### src/rtl/lmsel_pkg.sv
package lmsel_pkg;
  localparam int NUM_SRC = 4;
  localparam int NUM_WIN = 2;

  typedef enum logic [1:0] {
    SRC_SRAM  = 2'd0,
    SRC_ROM   = 2'd1,
    SRC_CACHE = 2'd2,
    SRC_EXT   = 2'd3
  } src_e;

  localparam logic WIN_SRAM = 1'b0;
  localparam logic WIN_ROM  = 1'b1;
endpackage

### src/rtl/lmsel_region_reg.sv
module lmsel_region_reg #(
  parameter int ADDR_W   = 32,
  parameter int LOG2_W   = 5,
  parameter int MIN_LOG2 = 9
) (
  input  logic              clk,
  input  logic              rst_n,
  input  logic              wr_en,
  input  logic [ADDR_W-1:0] wr_base,
  input  logic [LOG2_W-1:0] wr_log2,
  input  logic              wr_valid,
  output logic [ADDR_W-1:0] base_q,
  output logic [ADDR_W-1:0] mask_q,
  output logic              valid_q
);
  localparam logic [LOG2_W-1:0] FLOOR = LOG2_W'(MIN_LOG2);

  logic [LOG2_W-1:0] lg_q;
  logic [LOG2_W-1:0] lg_clamped;

  assign lg_clamped = (wr_log2 < FLOOR) ? FLOOR : wr_log2;

  always_ff @(posedge clk) begin
    if (!rst_n) begin
      base_q  <= '0;
      lg_q    <= FLOOR;
      valid_q <= 1'b0;
    end else if (wr_en) begin
      base_q  <= wr_base;
      lg_q    <= lg_clamped;
      valid_q <= wr_valid;
    end
  end

  always_comb begin
    for (int i = 0; i < ADDR_W; i++) begin
      mask_q[i] = (i >= int'(lg_q));
    end
  end

  p_write_lands_r10 : assert property (@(posedge clk) disable iff (!rst_n)
    wr_en |=> (valid_q == $past(wr_valid)) && (base_q == $past(wr_base)));

  p_mask_floor_r7 : assert property (@(posedge clk) disable iff (!rst_n)
    mask_q[MIN_LOG2-1:0] == '0);
endmodule

### src/rtl/lmsel_region_match.sv
module lmsel_region_match #(
  parameter int ADDR_W = 32
) (
  input  logic              probe,
  input  logic [ADDR_W-1:0] addr,
  input  logic [ADDR_W-1:0] base,
  input  logic [ADDR_W-1:0] mask,
  input  logic              valid,
  output logic              hit,
  output logic              en
);
  logic [ADDR_W-1:0] diff;

  assign diff = (addr ^ base) & mask;
  assign hit  = valid && (diff == '0);
  assign en   = probe && hit;

  always_comb begin
    if (!valid) p_off_quiet_r8 : assert (!en);
  end
endmodule

### src/rtl/lmsel_pick.sv
module lmsel_pick
  import lmsel_pkg::*;
#(
  parameter int DATA_W = 32
) (
  input  logic               clk,
  input  logic               rst_n,
  input  logic               req_valid,
  input  logic               sram_hit,
  input  logic               rom_hit,
  input  logic               cache_hit,
  input  logic [DATA_W-1:0]  sram_rdata,
  input  logic [DATA_W-1:0]  rom_rdata,
  input  logic [DATA_W-1:0]  cache_rdata,
  output logic               resp_valid,
  output logic [NUM_SRC-1:0] resp_src,
  output logic [DATA_W-1:0]  resp_data,
  output logic               resp_no_alloc,
  output logic               ext_req
);
  src_e              win;
  logic [NUM_SRC-1:0] win_oh;
  logic [DATA_W-1:0]  win_data;

  always_comb begin
    if (sram_hit)       win = SRC_SRAM;
    else if (rom_hit)   win = SRC_ROM;
    else if (cache_hit) win = SRC_CACHE;
    else                win = SRC_EXT;
  end

  always_comb begin
    win_oh = '0;
    win_oh[win] = 1'b1;
    unique case (win)
      SRC_SRAM:  win_data = sram_rdata;
      SRC_ROM:   win_data = rom_rdata;
      SRC_CACHE: win_data = cache_rdata;
      default:   win_data = '0;
    endcase
  end

  always_ff @(posedge clk) begin
    if (!rst_n) begin
      resp_valid    <= 1'b0;
      resp_src      <= '0;
      resp_data     <= '0;
      resp_no_alloc <= 1'b0;
      ext_req       <= 1'b0;
    end else if (req_valid) begin
      resp_valid    <= 1'b1;
      resp_src      <= win_oh;
      resp_data     <= win_data;
      resp_no_alloc <= (win == SRC_SRAM) || (win == SRC_ROM);
      ext_req       <= (win == SRC_EXT);
    end else begin
      resp_valid    <= 1'b0;
      resp_src      <= '0;
      resp_data     <= '0;
      resp_no_alloc <= 1'b0;
      ext_req       <= 1'b0;
    end
  end

  p_single_src_r12 : assert property (@(posedge clk) disable iff (!rst_n)
    resp_valid |-> ($countones(resp_src) == 1));

  p_idle_gap_r11 : assert property (@(posedge clk) disable iff (!rst_n)
    !req_valid |=> (!resp_valid && !ext_req && !resp_no_alloc));

  p_sram_first_r2 : assert property (@(posedge clk) disable iff (!rst_n)
    (req_valid && sram_hit) |=> (resp_src[0] && resp_data == $past(sram_rdata)));

  p_rom_second_r3 : assert property (@(posedge clk) disable iff (!rst_n)
    (req_valid && !sram_hit && rom_hit) |=> (resp_src[1] && resp_data == $past(rom_rdata)));

  p_ext_strobe_r5 : assert property (@(posedge clk) disable iff (!rst_n)
    ext_req |-> (resp_valid && resp_src[3] && !resp_no_alloc));

  p_no_alloc_r6 : assert property (@(posedge clk) disable iff (!rst_n)
    resp_valid |-> (resp_no_alloc == (resp_src[0] || resp_src[1])));
endmodule

### src/rtl/lmem_src_sel.sv
module lmem_src_sel
  import lmsel_pkg::*;
#(
  parameter int ADDR_W   = 32,
  parameter int DATA_W   = 32,
  parameter int LOG2_W   = 5,
  parameter int MIN_LOG2 = 9
) (
  input  logic              clk,
  input  logic              rst_n,
  input  logic              cfg_we,
  input  logic              cfg_sel,
  input  logic [ADDR_W-1:0] cfg_base,
  input  logic [LOG2_W-1:0] cfg_log2,
  input  logic              cfg_valid,
  input  logic              req_valid,
  input  logic [ADDR_W-1:0] req_addr,
  output logic              sram_en,
  output logic              rom_en,
  input  logic [DATA_W-1:0] sram_rdata,
  input  logic [DATA_W-1:0] rom_rdata,
  input  logic              cache_hit,
  input  logic [DATA_W-1:0] cache_rdata,
  output logic              resp_valid,
  output logic [3:0]        resp_src,
  output logic [DATA_W-1:0] resp_data,
  output logic              resp_no_alloc,
  output logic              ext_req
);
  logic [ADDR_W-1:0] w_base  [NUM_WIN];
  logic [ADDR_W-1:0] w_mask  [NUM_WIN];
  logic              w_valid [NUM_WIN];
  logic              w_hit   [NUM_WIN];
  logic              w_en    [NUM_WIN];

  for (genvar g = 0; g < NUM_WIN; g++) begin : g_win
    logic sel_me;
    assign sel_me = cfg_we && (cfg_sel == 1'(g));

    lmsel_region_reg #(
      .ADDR_W  (ADDR_W),
      .LOG2_W  (LOG2_W),
      .MIN_LOG2(MIN_LOG2)
    ) u_reg (
      .clk     (clk),
      .rst_n   (rst_n),
      .wr_en   (sel_me),
      .wr_base (cfg_base),
      .wr_log2 (cfg_log2),
      .wr_valid(cfg_valid),
      .base_q  (w_base[g]),
      .mask_q  (w_mask[g]),
      .valid_q (w_valid[g])
    );

    lmsel_region_match #(
      .ADDR_W(ADDR_W)
    ) u_match (
      .probe(req_valid),
      .addr (req_addr),
      .base (w_base[g]),
      .mask (w_mask[g]),
      .valid(w_valid[g]),
      .hit  (w_hit[g]),
      .en   (w_en[g])
    );
  end

  assign sram_en = w_en[WIN_SRAM];
  assign rom_en  = w_en[WIN_ROM];

  lmsel_pick #(
    .DATA_W(DATA_W)
  ) u_pick (
    .clk          (clk),
    .rst_n        (rst_n),
    .req_valid    (req_valid),
    .sram_hit     (w_hit[WIN_SRAM]),
    .rom_hit      (w_hit[WIN_ROM]),
    .cache_hit    (cache_hit),
    .sram_rdata   (sram_rdata),
    .rom_rdata    (rom_rdata),
    .cache_rdata  (cache_rdata),
    .resp_valid   (resp_valid),
    .resp_src     (resp_src),
    .resp_data    (resp_data),
    .resp_no_alloc(resp_no_alloc),
    .ext_req      (ext_req)
  );

  p_enable_needs_req_r9 : assert property (@(posedge clk) disable iff (!rst_n)
    (sram_en || rom_en) |-> req_valid);

  p_reset_closed_r1 : assert property (@(posedge clk)
    !rst_n |=> (!w_valid[0] && !w_valid[1] && !resp_valid));
endmodule

### config.mk
export PLATFORM = sky130hd
export DESIGN_NAME = lmem_src_sel
export DESIGN_NICKNAME = d
export VERILOG_FILES = /design/src/rtl/lmsel_pkg.sv /design/src/rtl/lmsel_region_reg.sv /design/src/rtl/lmsel_region_match.sv /design/src/rtl/lmsel_pick.sv /design/src/rtl/lmem_src_sel.sv
export SDC_FILE = /design/constraint.sdc
export NUM_CORES = 1
export LEC_CHECK = 0
export ABC_AREA = 1
export ABC_CLOCK_PERIOD_IN_PS = 2300
export CAP_MARGIN = 20
export CORE_MARGIN = 5
export CORE_UTILIZATION = 47
export CTS_BUF_LIST = sky130_fd_sc_hd__clkbuf_8
export DETAILED_ROUTE_END_ITERATION = 10
export GPL_TIMING_DRIVEN = 0
export HOLD_SLACK_MARGIN = 0.12
export PLACE_DENSITY = 0.83
export SYNTH_ARGS = -nofsm -noshare
export SYNTH_HDL_FRONTEND = slang
export SYNTH_SLANG_ARGS = --single-unit
### constraint.sdc
create_clock -name clk -period 2.3 [get_ports clk]
set_clock_uncertainty 0.2 [all_clocks]
set_input_delay 0.46 -clock clk [delete_from_list [all_inputs] [get_ports clk]]
set_output_delay 0.46 -clock clk [all_outputs]
set_load 0.05 [all_outputs]
==> results of run 1 <==
==> kinds of logic (layout without fill, tap and decap cells) <==
kind of cell           Yosys count  in the layout  synth area share, %
buffers and inverters          160            427                 11.0
XOR/XNOR                        31             31                 4.39
AO/OA/AOI/OAI                  141            141                 11.7
AND/OR/NAND/NOR                549            549                 36.0
flip-flops                     114            114                 36.9
==> how the worst min path moves through the flow <==
stage	startpoint	to	slack, ns	cells after the start
4_1_cts	g_win[0].u_reg.base_q[29]$_SDFFE_PN0P_	g_win[0].u_reg.base_q[29]$_SDFFE_PN0P_	0.27	2
2_1_floorplan	g_win[0].u_reg.base_q[25]$_SDFFE_PN0P_	g_win[0].u_reg.base_q[25]$_SDFFE_PN0P_	0.24	2
3_5_place_dp	g_win[0].u_reg.base_q[29]$_SDFFE_PN0P_	g_win[0].u_reg.base_q[29]$_SDFFE_PN0P_	0.26	2
3_3_place_gp	g_win[0].u_reg.base_q[5]$_SDFFE_PN0P_	g_win[0].u_reg.base_q[5]$_SDFFE_PN0P_	0.25	2
5_1_grt	g_win[0].u_reg.base_q[10]$_SDFFE_PN0P_	g_win[0].u_reg.base_q[10]$_SDFFE_PN0P_	0.29	2
6_report	g_win[0].u_reg.base_q[20]$_SDFFE_PN0P_	g_win[0].u_reg.base_q[20]$_SDFFE_PN0P_	0.27	2
==> through the flow <==
| stage | setup slack (ns) | instances | hold WS [ns] | instance area (um^2) | utilization [%] |
|---|---|---|---|---|---|
| 4_1_cts | -0.466 | 1430 | 0.270 | 9290 | 71.0 |
| 6_report | -0.491 | 1438 | 0.270 | 9550 | 73.0 |
| 3_5_place_dp | -1.41 | 1383 | 0.259 | 8530 | 65.2 |
| 5_1_grt | -0.613 | 1438 | 0.290 | 9550 | 73.0 |
| 3_3_place_gp | -1.38 | 1383 | 0.254 | 8530 | 65.2 |
| 2_1_floorplan | -0.131 | 995 | 0.244 | 6190 | - |
==> state kept, by name, indices dropped and copies added (netlist names) <==
| name | count |
|---|---|
| g_win.u_reg.base_q | 64 |
| g_win.u_reg.lg_q | 10 |
| g_win.u_reg.valid_q | 2 |
| u_pick.ext_req | 1 |
| u_pick.resp_data | 32 |
| u_pick.resp_no_alloc | 1 |
| u_pick.resp_src | 3 |
| u_pick.resp_valid | 1 |
==> metal layers <==
layer / global-route usage [%] / vias up / wire, um
li1: - / 3594 / -
met1: 36.3 / 3220 / 9650
met2: 49.7 / 345 / 11200
met3: 6.22 / 69 / 1770
met4: 11.3 / 0 / 797
met5: 0 / - / 0
==> layout by cell type (no fill, tap or decap), types with 2 or more instances in the layout <==
| master | instances |
|---|---|
| nand4_1 | 2 |
| o21ai_0 | 84 |
| nand2_1 | 233 |
| nand2_4 | 6 |
| clkbuf_1 | 25 |
| o21ai_2 | 4 |
| bufinv_16 | 4 |
| nand3_1 | 58 |
| inv_4 | 5 |
| o211ai_1 | 3 |
| dfxtp_1 | 106 |
| xor2_2 | 2 |
| nor2_2 | 18 |
| o21ai_1 | 7 |
| clkinv_4 | 2 |
| dlymetal6s2s_1 | 5 |
| nand2_2 | 13 |
| dlygate4sd2_1 | 10 |
| nor2_4 | 6 |
| xnor2_1 | 9 |
| clkbuf_16 | 3 |
| xor2_1 | 19 |
| nand3_4 | 2 |
| clkdlybuf4s50_1 | 195 |
| inv_6 | 2 |
| buf_8 | 8 |
| nand3_2 | 4 |
| clkinv_2 | 5 |
| nor3_1 | 2 |
| inv_1 | 97 |
| buf_4 | 18 |
| clkbuf_8 | 21 |
| buf_6 | 15 |
| a21oi_1 | 40 |
| inv_2 | 8 |
| nor2_1 | 200 |
| dfxtp_2 | 8 |
==> area by class of cell <==
type | count | area (um^2)
fillers | 1070 | 3530
multi-input cells | 721 | 3430
repair buffers | 235 | 2370
flip-flops and latches | 114 | 2290
inverters | 114 | 463
plain buffers | 46 | 338
clock buffers | 21 | 289
well taps | 176 | 220
clock inverters | 11 | 158
==> repair_timing <==
action | 4_1_cts | 5_1_grt
gates resized for setup | 97 | 50
hold buffers | 0 | 0
gates cloned | 1 | 3
pin swaps | 21 | 16
setup buffers | 14 | 5
setup endpoints to repair | 32 | 45
==> power breakdown <==
group	total [mW]	internal, mW	switching [mW]
clock network	2.12	1.28	0.835
logic	1.22	0.566	0.658
registers	2.14	2.08	0.0598
total	5.49	3.93	1.55
==> tightest hold or removal path, cell delays in order, from the launching register on <==
cell     delay [ns]
dfxtp_1        0.31
inv_1          0.06
a21oi_1        0.05
==> out/results.txt, run 1 <==
synth cell count leaders -> nand2_1, nor2_1, dfxtp_1
Avg WL per Cell -> 16.3 um
syn_nets -> 1,167
cell taking the most area after synthesis -> dfxtp_1
synth unique cells -> 34
DRT antenna net count -> 0
Initial Util -> 47.3%
Area Growth Syn to Fin -> 54.5%
Clock Tree Buf Depth -> 2
Synth async-reset ratio -> 0%
Slew HR -> 48.4%
Pwr Density -> 574 nW/um^2
grt total ovfl -> 0
worst r2r path cells -> 16
Syn Inst Count -> 995
top cell type's share of synthesized area -> 36.9%
DR iter-0 viols -> 646
H-tree depth -> 4
Worst Setup SP -> g_win[0].u_reg.lg_q[3]$_SDFFE_PN1P_
Post-synth EDFFs -> 0
largest net degree at the start of global routing -> 17
clk_lat worst skew -> 0.45 ns
Synth Area per Inst -> 6.21 um^2
core footprint -> 13,100 um^2
initial antenna violation count -> 0
Num CTS Buffers -> 17
failing checks -> negative setup slack
Total GRT Usage -> 29.3%
post-route setup TNS -> -3.41 ns
top-count cell post-synth -> nand2_1
routed wire length -> 23,500 um
Power Total -> 5.49 mW
crit path DAT -> 2.13 ns
R2R Path End -> u_pick.resp_data[30]$_SDFF_PN0_
CP required -> 1.64 ns
Max Freq -> 0.358 GHz
buffers plus inverters on the worst setup path -> 4
vias per cell -> 5.03
DRT Pass-1 Iters -> 5
IO Pins -> 213
die width -> 125 um
pins over their slew limit -> 0
Worst setup SP type -> register
Port Buffers -> 212
ranking of synthesized cells by area -> dfxtp_1, nand2_1, nor2_1
Fin. Hold Viols -> 0
crit path kind -> reg -> out
cell area after synthesis -> 6180 um^2
clk root buf -> clkbuf_8
Die H -> 125 um
global-route wire length before repair -> 36,200 um
critical path peak fanout -> 5
slowest stage delay, CP -> 0.36 ns
Post-layout nets -> 1,421
routed via count -> 7,228
Synth Register Bits -> 114
crit path capture type -> output pin
clock sinks -> 114
setup slack, reg-to-reg -> -0.14 ns
outcome -> finished, violations left
number of global-route vias before repair -> 6,880
Slew @ Worst Pin -> 0.774 ns
clock tree from TritonCTS -> built
reg2reg start -> g_win[1].u_reg.lg_q[4]$_SDFFE_PN0P_
ys flop type -> dfxtp_1
Crit path top cell by count -> buf_8
CP max stage cell -> dfxtp_2
number of max-cap violations -> 0
unrepaired setup endpoints after global routing -> true
Placer Congestion -> 0.984
fin crit share -> 121%
sequential element share of the synthesized area -> 36.9%
Worst setup endpoint -> sram_en
Ys Warns -> 0
clock-pin slew on the worst setup and hold paths -> 0.07 ns
VDD IR-drop max -> 0.353 mV
Levels on crit path -> 12
final setup margin -> -0.491 ns
minimum clock period -> 2.79 ns
Die ar. -> 15,600 um^2
DRC -> 0
Lkg Pwr -> 4.48 nW
worst hold-check path type -> reg -> reg
antenna diode count -> 0
Row Count -> 42
endpoints failing setup -> 33
share of layout cells above drive strength 1 -> 12.8%
CP top delay family -> simple AND/OR/NAND/NOR gates
Post-DP HPWL -> 17,400 um
Critical Path, Cell by Cell -> buf_8, nand2_8, buf_4, nand3_1, nand2_1, nor2_1, nand2_1, nor2_2, nand3_4, buf_8, nor2_4, buf_8
Note: power is estimated with default switching activity, not from simulation.
==> run 2: changes to the inputs <==
Settings changed: CTS_CLUSTER_SIZE set to 30.
==> results of run 2 <==
Final layout, timing and power as in run 1 (identical DEF).
